### config.mk
export PLATFORM = sky130hd
export DESIGN_NAME = glb_timer
export DESIGN_NICKNAME = d
export VERILOG_FILES = /design/src/rtl/glb_timer_pkg.sv /design/src/rtl/glb_timer_bus.sv /design/src/rtl/glb_timer_count.sv /design/src/rtl/glb_timer_match.sv /design/src/rtl/glb_timer.sv
export SDC_FILE = /design/constraint.sdc
export NUM_CORES = 1
export LEC_CHECK = 0
export BUFFER_PORTS_ARGS = -buffer_cell sky130_fd_sc_hd__buf_2
export CORE_MARGIN = 3
export CORE_UTILIZATION = 28
export CTS_BUF_LIST = sky130_fd_sc_hd__clkbuf_16
export DETAILED_ROUTE_END_ITERATION = 10
export PLACE_DENSITY_LB_ADDON = 0.3
export SYNTH_ARGS = -nofsm -noshare
export SYNTH_HDL_FRONTEND = slang
export SYNTH_SLANG_ARGS = --single-unit
### constraint.sdc
create_clock -name clk -period 3.02 [get_ports clk]
set_input_delay 0.604 -clock clk [delete_from_list [all_inputs] [get_ports clk]]
set_output_delay 0.604 -clock clk [all_outputs]
set_load 0.05 [all_outputs]
### src/rtl/glb_timer_pkg.sv
package glb_timer_pkg;

  typedef enum logic [2:0] {
    RG_CNT_LO = 3'd0,
    RG_CNT_HI = 3'd1,
    RG_CTRL   = 3'd2,
    RG_STAT   = 3'd3,
    RG_CMP_LO = 3'd4,
    RG_CMP_HI = 3'd5,
    RG_STEP   = 3'd6
  } reg_idx_e;

  localparam int RG_NUM = 7;

  typedef struct packed {
    logic autoinc;
    logic irq_en;
    logic cmp_en;
    logic cnt_en;
  } ctrl_t;

endpackage

### src/rtl/glb_timer_bus.sv
module glb_timer_bus
  import glb_timer_pkg::*;
#(
  parameter int BUS_W = 32,
  parameter int IDX_W = 3
) (
  input  logic                 clk,
  input  logic                 rst,
  input  logic                 bus_sel,
  input  logic                 bus_wr,
  input  logic [IDX_W-1:0]     bus_addr,
  input  logic [BUS_W-1:0]     bus_wdata,
  input  logic [2*BUS_W-1:0]   cnt_q,
  input  logic [2*BUS_W-1:0]   cmp_q,
  input  logic                 status_q,
  output logic [RG_NUM-1:0]    wr_stb,
  output ctrl_t                ctrl_q,
  output ctrl_t                ctrl_d,
  output logic [BUS_W-1:0]     step_q,
  output logic [BUS_W-1:0]     bus_rdata
);

  localparam int CNT_W = 2 * BUS_W;

  logic [BUS_W-1:0] rd_val;

  // one write strobe per mapped register
  for (genvar g = 0; g < RG_NUM; g++) begin : g_stb
    assign wr_stb[g] = bus_sel && bus_wr && (bus_addr == IDX_W'(g));
  end

  always_comb begin
    ctrl_d = ctrl_q;
    if (wr_stb[RG_CTRL]) ctrl_d = ctrl_t'(bus_wdata[3:0]);
  end

  always_ff @(posedge clk) begin
    if (rst) begin
      ctrl_q <= '0;
      step_q <= '0;
    end else begin
      ctrl_q <= ctrl_d;
      if (wr_stb[RG_STEP]) step_q <= bus_wdata;
    end
  end

  always_comb begin
    rd_val = '0;
    case (bus_addr)
      IDX_W'(RG_CNT_LO): rd_val = cnt_q[BUS_W-1:0];
      IDX_W'(RG_CNT_HI): rd_val = cnt_q[CNT_W-1:BUS_W];
      IDX_W'(RG_CTRL):   rd_val = {{(BUS_W-4){1'b0}}, ctrl_q};
      IDX_W'(RG_STAT):   rd_val = {{(BUS_W-1){1'b0}}, status_q};
      IDX_W'(RG_CMP_LO): rd_val = cmp_q[BUS_W-1:0];
      IDX_W'(RG_CMP_HI): rd_val = cmp_q[CNT_W-1:BUS_W];
      IDX_W'(RG_STEP):   rd_val = step_q;
      default:           rd_val = '0;
    endcase
  end

  always_ff @(posedge clk) begin
    if (rst)                  bus_rdata <= '0;
    else if (bus_sel && !bus_wr) bus_rdata <= rd_val;
  end

endmodule

### src/rtl/glb_timer_count.sv
module glb_timer_count #(
  parameter int BUS_W = 32
) (
  input  logic               clk,
  input  logic               rst,
  input  logic               en,
  input  logic               tick,
  input  logic               wr_lo,
  input  logic               wr_hi,
  input  logic [BUS_W-1:0]   wdata,
  output logic [2*BUS_W-1:0] cnt_q
);

  localparam int CNT_W = 2 * BUS_W;

  // full-width adder: the carry reaches the upper half in the same cycle
  logic [CNT_W-1:0] cnt_inc;
  assign cnt_inc = cnt_q + CNT_W'(1);

  always_ff @(posedge clk) begin
    if (rst) begin
      cnt_q <= '0;
    end else if (en) begin
      if (tick) cnt_q <= cnt_inc;
    end else begin
      if (wr_lo) cnt_q[BUS_W-1:0]     <= wdata;
      if (wr_hi) cnt_q[CNT_W-1:BUS_W] <= wdata;
    end
  end

endmodule

### src/rtl/glb_timer_match.sv
module glb_timer_match #(
  parameter int BUS_W = 32
) (
  input  logic               clk,
  input  logic               rst,
  input  logic [2*BUS_W-1:0] cnt_q,
  input  logic               cmp_en,
  input  logic               autoinc,
  input  logic               ien_d,
  input  logic [BUS_W-1:0]   step_q,
  input  logic               wr_lo,
  input  logic               wr_hi,
  input  logic               wr_stat,
  input  logic [BUS_W-1:0]   wdata,
  output logic [2*BUS_W-1:0] cmp_q,
  output logic               status_q,
  output logic               evt,
  output logic               irq_q
);

  localparam int CNT_W = 2 * BUS_W;

  logic [CNT_W-1:0] cmp_d;
  logic             stat_d;

  // compares the registered count, so a tick past the target still matches
  assign evt = cmp_en && (cnt_q >= cmp_q);

  always_comb begin
    cmp_d = cmp_q;
    if (wr_lo || wr_hi) begin
      if (wr_lo) cmp_d[BUS_W-1:0]     = wdata;
      if (wr_hi) cmp_d[CNT_W-1:BUS_W] = wdata;
    end else if (evt && autoinc) begin
      cmp_d = cmp_q + {{BUS_W{1'b0}}, step_q};
    end
  end

  always_comb begin
    stat_d = status_q;
    if (evt)                    stat_d = 1'b1;
    else if (wr_stat && wdata[0]) stat_d = 1'b0;
  end

  always_ff @(posedge clk) begin
    if (rst) begin
      cmp_q    <= '0;
      status_q <= 1'b0;
      irq_q    <= 1'b0;
    end else begin
      cmp_q    <= cmp_d;
      status_q <= stat_d;
      irq_q    <= stat_d && ien_d;
    end
  end

endmodule

### src/rtl/glb_timer.sv
module glb_timer
  import glb_timer_pkg::*;
#(
  parameter int BUS_W = 32,
  parameter int IDX_W = 3
) (
  input  logic             clk,
  input  logic             rst,
  input  logic             tick,
  input  logic             bus_sel,
  input  logic             bus_wr,
  input  logic [IDX_W-1:0] bus_addr,
  input  logic [BUS_W-1:0] bus_wdata,
  output logic [BUS_W-1:0] bus_rdata,
  output logic             irq
);

  localparam int CNT_W = 2 * BUS_W;

  logic [RG_NUM-1:0] wr_stb;
  ctrl_t             ctrl_q;
  ctrl_t             ctrl_d;
  logic [BUS_W-1:0]  step_q;
  logic [CNT_W-1:0]  cnt_q;
  logic [CNT_W-1:0]  cmp_q;
  logic              status_q;
  logic              evt;

  glb_timer_bus #(.BUS_W(BUS_W), .IDX_W(IDX_W)) u_bus (
    .clk       (clk),
    .rst       (rst),
    .bus_sel   (bus_sel),
    .bus_wr    (bus_wr),
    .bus_addr  (bus_addr),
    .bus_wdata (bus_wdata),
    .cnt_q     (cnt_q),
    .cmp_q     (cmp_q),
    .status_q  (status_q),
    .wr_stb    (wr_stb),
    .ctrl_q    (ctrl_q),
    .ctrl_d    (ctrl_d),
    .step_q    (step_q),
    .bus_rdata (bus_rdata)
  );

  glb_timer_count #(.BUS_W(BUS_W)) u_count (
    .clk   (clk),
    .rst   (rst),
    .en    (ctrl_q.cnt_en),
    .tick  (tick),
    .wr_lo (wr_stb[RG_CNT_LO]),
    .wr_hi (wr_stb[RG_CNT_HI]),
    .wdata (bus_wdata),
    .cnt_q (cnt_q)
  );

  glb_timer_match #(.BUS_W(BUS_W)) u_match (
    .clk      (clk),
    .rst      (rst),
    .cnt_q    (cnt_q),
    .cmp_en   (ctrl_q.cmp_en),
    .autoinc  (ctrl_q.autoinc),
    .ien_d    (ctrl_d.irq_en),
    .step_q   (step_q),
    .wr_lo    (wr_stb[RG_CMP_LO]),
    .wr_hi    (wr_stb[RG_CMP_HI]),
    .wr_stat  (wr_stb[RG_STAT]),
    .wdata    (bus_wdata),
    .cmp_q    (cmp_q),
    .status_q (status_q),
    .evt      (evt),
    .irq_q    (irq)
  );

endmodule

---- Yosys cells after proc, flatten, opt, wreduce, memory -nomap -nowiden ----
Index checks and enable logic that the tools add are counted.
cells by class
  bitwise operators ....................... 0
  reductions and logical operators ........ 23
  magnitude comparators ................... 1
  eq/ne operators ......................... 9
  $mul .................................... 0
  mux-type cells .......................... 12
  shift-type cells ........................ 0
  add/sub/neg operators ................... 2
  div/mod/pow operators ................... 0
operators with widths
  cell                     count
  $mux W64                 4
  $pmux W32 S7             1
  $mux W32                 4
  $add A64 B1 Y64 const B  1
  $add A64 B32 Y64         1
  $ge A64 B64 Y1           1
  $logic_and A1 B1 Y1      13
  $eq A3 B3 Y1 const B     3
  $reduce_and A2 Y1        4
  $eq A3 B2 Y1 const B     2
  $reduce_bool A2 Y1       3
  $ne A2 B1 Y1 const B     2
  $eq A3 B1 Y1 const B     1
  $logic_not A3 Y1         1
  $mux W3                  1
  $mux W1                  2
  $ne A2 B2 Y1 const B     1
  $logic_not A1 Y1         1
  $logic_or A1 B1 Y1       1
word-level totals
  output and inout port bits .............. 33
  register bits after elaboration ......... 198
  bits in read-only memories .............. 0
  word-level logic and storage cells ...... 59
  input bits .............................. 40
  RAM bits ................................ 0
  latch bits .............................. 0
  memories kept ........................... 0

---- Longest topological paths before layout ----
  word-level depth ........................ 6
  gate-level depth with buffers ........... 13
  gate-level depth less buffers ........... 11

---- Modules after synthesis ----
From an unflattened synthesis, not the netlist that was laid out.
second synthesis, totals
  cells, all modules ...................... 2057
  area total of the unflattened synthesis .. 15531.1 sq um
modules (own cells, without submodules)
  module           sequential area each (sq um)  area an instance (sq um)  times used  cells an instance
  glb_timer_match  1321.3                        6955.4                    1           955
  glb_timer_count  1281.2                        4630.7                    1           633
  glb_timer_bus    1361.3                        3945.0                    1           469

---- Least setup slack after synthesis ----
No wires, ideal clock.
  path type ............................... register to register
  from .................................... reg u_match.cmp_q[40]
  to ...................................... reg u_match.cmp_q[10]
  data arrival time ....................... 2.637 ns
  data required time ...................... 2.886 ns
  clock period less this slack ............ 2.771 ns
  path buffers ............................ 2
  setup time .............................. 0.134 ns
  path slack .............................. 0.249 ns
  cell stages (with the launch flop) ...... 13
  path through ............................ dfxtp_1 > clkbuf_1 > inv_1 > ha_1 > nand4_1 > inv_1 > a221oi_1 > nor3_1 > nor3_1 > a21oi_1 > nor2_1 > clkbuf_1 > a211oi_1
between the ends
  word-level cells in the longest chain between the ends .. 5
RTL lines
  what                          line                   RTL
  start: declaration            glb_timer_match.sv:15  output logic [2*BUS_W-1:0] cmp_q,
  start signal: assignment      glb_timer_match.sv:51  cmp_q <= cmp_d;
  $ge A64 B64 Y1                glb_timer_match.sv:27  assign evt = cmp_en && (cnt_q >= cmp_q);
  $logic_and A1 B1 Y1           glb_timer_match.sv:27
  $logic_and A1 B1 Y1           glb_timer_match.sv:34  end else if (evt && autoinc) begin
  $reduce_bool A2 Y1 (no line)  -
  $reduce_and A2 Y1 (no line)   -
No other way between the ends.
A chain may end at the register's enable or synchronous reset.

---- Final worst setup path ----
  from .................................... reg u_match.cmp_q[17]
  to ...................................... reg u_match.cmp_q[59]
between the ends
  word-level cells in the longest chain between the ends .. 5
RTL lines
  what                          line
  $ge A64 B64 Y1                glb_timer_match.sv:27
  $logic_and A1 B1 Y1           glb_timer_match.sv:27
  $logic_and A1 B1 Y1           glb_timer_match.sv:34
  $reduce_bool A2 Y1 (no line)  -
  $reduce_and A2 Y1 (no line)   -
Parallel ways exist; a longest one is shown, timed or not. The select of a mux whose other input is x is not followed.

==> flow_summary.yaml <==
route:
  wl_per_cell_um: 23.4
  avgViaCountPerCell: 5.71
  first_pass_iters: 8
  routed_wl_um: 68400
  drt_iter0_drc: 1650
  drcViolationCount: 0
  num_vias: 16714
  ant_nets: 0
yosys:
  ys_ff_latch: 198
  yosysTopAreaCell: "dfxtp_1"
  synth_edf_count: 0
  synthArstFlopShare: 0
  ys_top_cells_by_area: "dfxtp_1 27%, ha_1 8.3%, a21oi_1 8.1%"
  synth_fp_nets: 2089
  ys.flop_type: "dfxtp_1"
  syn_avg_cell_area_um2: 7.49
  ys_seq_area_frac: 0.271
  synthDistinctLibCells: 79
  synth_top_area_share: 0.271
  syn_inst: 1951
  syn_area_um2: 14600
  yosysWarnings: 0
timing:
  finalHoldViolations: 0
  finalSetupTns_ns: -0.0506
  finalSetupViolations: 1
  drv_slew: 0
  period_needed_ns: 3.07
  holdWs_ns: 0.362
  post-route-period-util: 1.02
  worst_slack_ns: -0.0506
  rsz0062_at_grt: "yes"
  relSlewSlack: 0.425
  fmax_mhz: 326
  tightest_slew_ns: 0.863
  finalClockSkew_ns: 0.0249
layout:
  syn2layout_area_growth_pct: 28.8
  n_antenna_cell: 0
  final_area_um2: 18800
  drive_gt1_frac: 0.239
  nNetsFinal: 2374
placed_design:
  dpl.hpwl_um: 51900
  gp_congestion: 0.978
  place_area_um2: 17800
  port_buffers: 72
clock_tree:
  clock_latency_ns: 0.52
  htreeDepth: 4
  numCtsBuffers: 17
  cts_hold_buf: 0
  clock_sinks: 198
  clock_path_buffers: 2
  path_clk_slew_ns: 0.09
  cts-root-buf: "clkbuf_16"
  cts_tree: "done"
setup_path:
  setup.worst_path.end_class: "flop"
  reg2reg_slack_ns: -0.05
  r2r-end: "u_match.cmp_q[59]$_SDFFE_PP0P_"
  worstRegToRegCells: 12
  critPathMaxStageDelay_ns: 0.36
  worstSetupStartpointType: "flop"
  crit_fanout: 4
  cp.required_ns: 3.45
  path_buf_inv: 3
  slowest_stage: "dfxtp_2"
  critPathKind: "flop to flop"
  critPathArrivalTime_ns: 3.50
  cpMostUsedCell: "buf_4"
  r2r_start: "u_match.cmp_q[17]$_SDFFE_PP0P_"
  path_cells: "inv_1 > ha_1 > nand4_1 > nor4_2 > buf_4 > nand2_1 > o211a_1 > or2_4 > a2111oi_4 > buf_4 > mux2_2 > a31oi_1"
  critPathTopFamily: "simple AND/OR/NAND/NOR gates"
pwr:
  irDropWorstVdd_v: 0.000409
  p_switching_mw: 1.94
  power_frac_comb: 0.156
  clockPowerShare: 0.399
  p_total_mw: 6.03
  leakagePower_nw: 7.15
  seq_power_share: 0.445
  p_sw_frac: 0.322
  p_per_area_nw_per_um2: 321
  p_int_mw: 4.09
outcome:
  violations: "setup timing"
  status: "complete, but fails checks"
global_route:
  grt_overflow: 0
  antenna_found_initial: 0
  grt_pass1_vias: 15783
  grt_use_total: 0.247
  grt_first_pass_wirelength_um: 100000
  grt_max_degree: 83
worst_hold_path:
  worstHoldPathType: "input port to flop"
  hold_depth: 3
  hold_end: "u_bus.step_q[2]$_SDFFE_PP0P_"
  hp-start: "bus_wdata[2]"
die:
  die_h_um: 234
  die_area_um2: 54900
  die_w_um: 234
  ios: 73
  start_util: 0.284
  rows: 83
  core_area_um2: 51500
run:
  maxCapViolations: 0
==> metrics by stage <==
step	util	instances	setup slack, ns
2_1_floorplan	-	1951	0.249
3_3_place_gp	0.346	2886	-0.363
3_5_place_dp	0.346	2886	-0.347
4_1_cts	0.359	2919	-0.0505
5_1_grt	0.365	2929	-0.139
6_report	0.365	2929	-0.0506
==> state kept, by name (all words and copies together) (netlist names) <==
name,cells
u_count.cnt_q,64
u_match.status_q,1
u_bus.ctrl_q,4
u_match.irq_q,1
u_bus.bus_rdata,32
u_match.cmp_q,64
u_bus.step_q,32
==> worst max path at each step <==
stage | startpoint | end | slack [ns] | cells past startpoint
after global placement | u_match.cmp_q[23]$_SDFFE_PP0P_ | u_match.cmp_q[59]$_SDFFE_PP0P_ | -0.36 | 12
after floorplan | u_match.cmp_q[40]$_SDFFE_PP0P_ | u_match.cmp_q[10]$_SDFFE_PP0P_ | 0.25 | 12
final | u_match.cmp_q[17]$_SDFFE_PP0P_ | u_match.cmp_q[59]$_SDFFE_PP0P_ | -0.05 | 12
after CTS | u_match.cmp_q[19]$_SDFFE_PP0P_ | u_match.cmp_q[59]$_SDFFE_PP0P_ | -0.05 | 12
after global routing | u_match.cmp_q[22]$_SDFFE_PP0P_ | u_match.cmp_q[59]$_SDFFE_PP0P_ | -0.14 | 12
after detailed placement | u_match.cmp_q[23]$_SDFFE_PP0P_ | u_match.cmp_q[59]$_SDFFE_PP0P_ | -0.35 | 12
==> power groups by stage <==
stage          Combinational [mW]  Sequential, mW  Clock (mW)
2_1_floorplan               0.443            2.77           0
3_3_place_gp                0.890            2.74           0
3_5_place_dp                0.895            2.75           0
4_1_cts                     0.910            2.68        2.45
5_1_grt                      1.00            2.69        2.52
6_report                    0.941            2.69        2.40
==> placed cells by master, fill, tap and decap left out, types with 19 or more instances in the layout <==
cell type and instances:
nor3_1 49, mux2i_1 25, buf_2 71, a211oi_1 49, nor2b_1 39, nand4_1 49
nor2_1 175, dfxtp_1 186, buf_4 297, ha_1 91, nand3_1 70, o21ai_0 95
nand2_1 252, a21oi_1 227, o31ai_1 19, a31oi_1 22, clkbuf_16 19, mux4_2 28
o22ai_1 24, inv_1 84
==> repair_timing <==
item	4_1_cts	5_1_grt
gates resized for setup	24	44
pin swaps	5	13
buffers inserted	1	8
gates cloned	0	2
endpoints found under the setup margin	62	56
==> Yosys cell counts, types with 28 or more instances <==
cell type / number
nand4_1: 49
mux4_2: 28
dfxtp_1: 198
o21ai_0: 99
a211oi_1: 51
clkbuf_1: 101
ha_1: 97
a21oi_1: 236
nand2_1: 252
nor2_1: 178
nor3_1: 50
nor2b_1: 39
inv_1: 87
nand3_1: 71
==> cells by family (layout without fill, tap and decap cells) <==
logic type                 count (synthesis)  after routing  share of synthesized area
and+or+nand+nor                          748            748                      0.241
AOI/OAI and AO/OA                        604            604                      0.258
buffers and inverters                    210            508                     0.0578
DFF                                      198            198                      0.271
adders and majority gates                 98             98                     0.0845
muxes                                     62             62                     0.0683
xor gates and xnor gates                  31             31                     0.0186
==> layer usage <==
metal	track usage	vias to the layer above	wire, um
li1	-	7776	-
met1	0.333	8034	29800
met2	0.392	779	30800
met3	0.0449	125	5240
met4	0.0922	0	2510
met5	0	-	0
==> layout make-up <==
type	instances	area, um2
clock buffer	17	425
sequential	198	3980
multi-input combinational	1543	10100
clock inverter	15	135
inverter	88	330
tap	680	851
fill	5430	32700
timing repair buffer	388	2970
==> tightest hold or removal path: cells and delay by family <==
kind	cells	cell delay, ns
buffers and inverters	1	0.13
AOI/OAI and AO/OA	1	0.05
and+or+nand+nor	1	0.06
(Power assumes the default switching activity.)
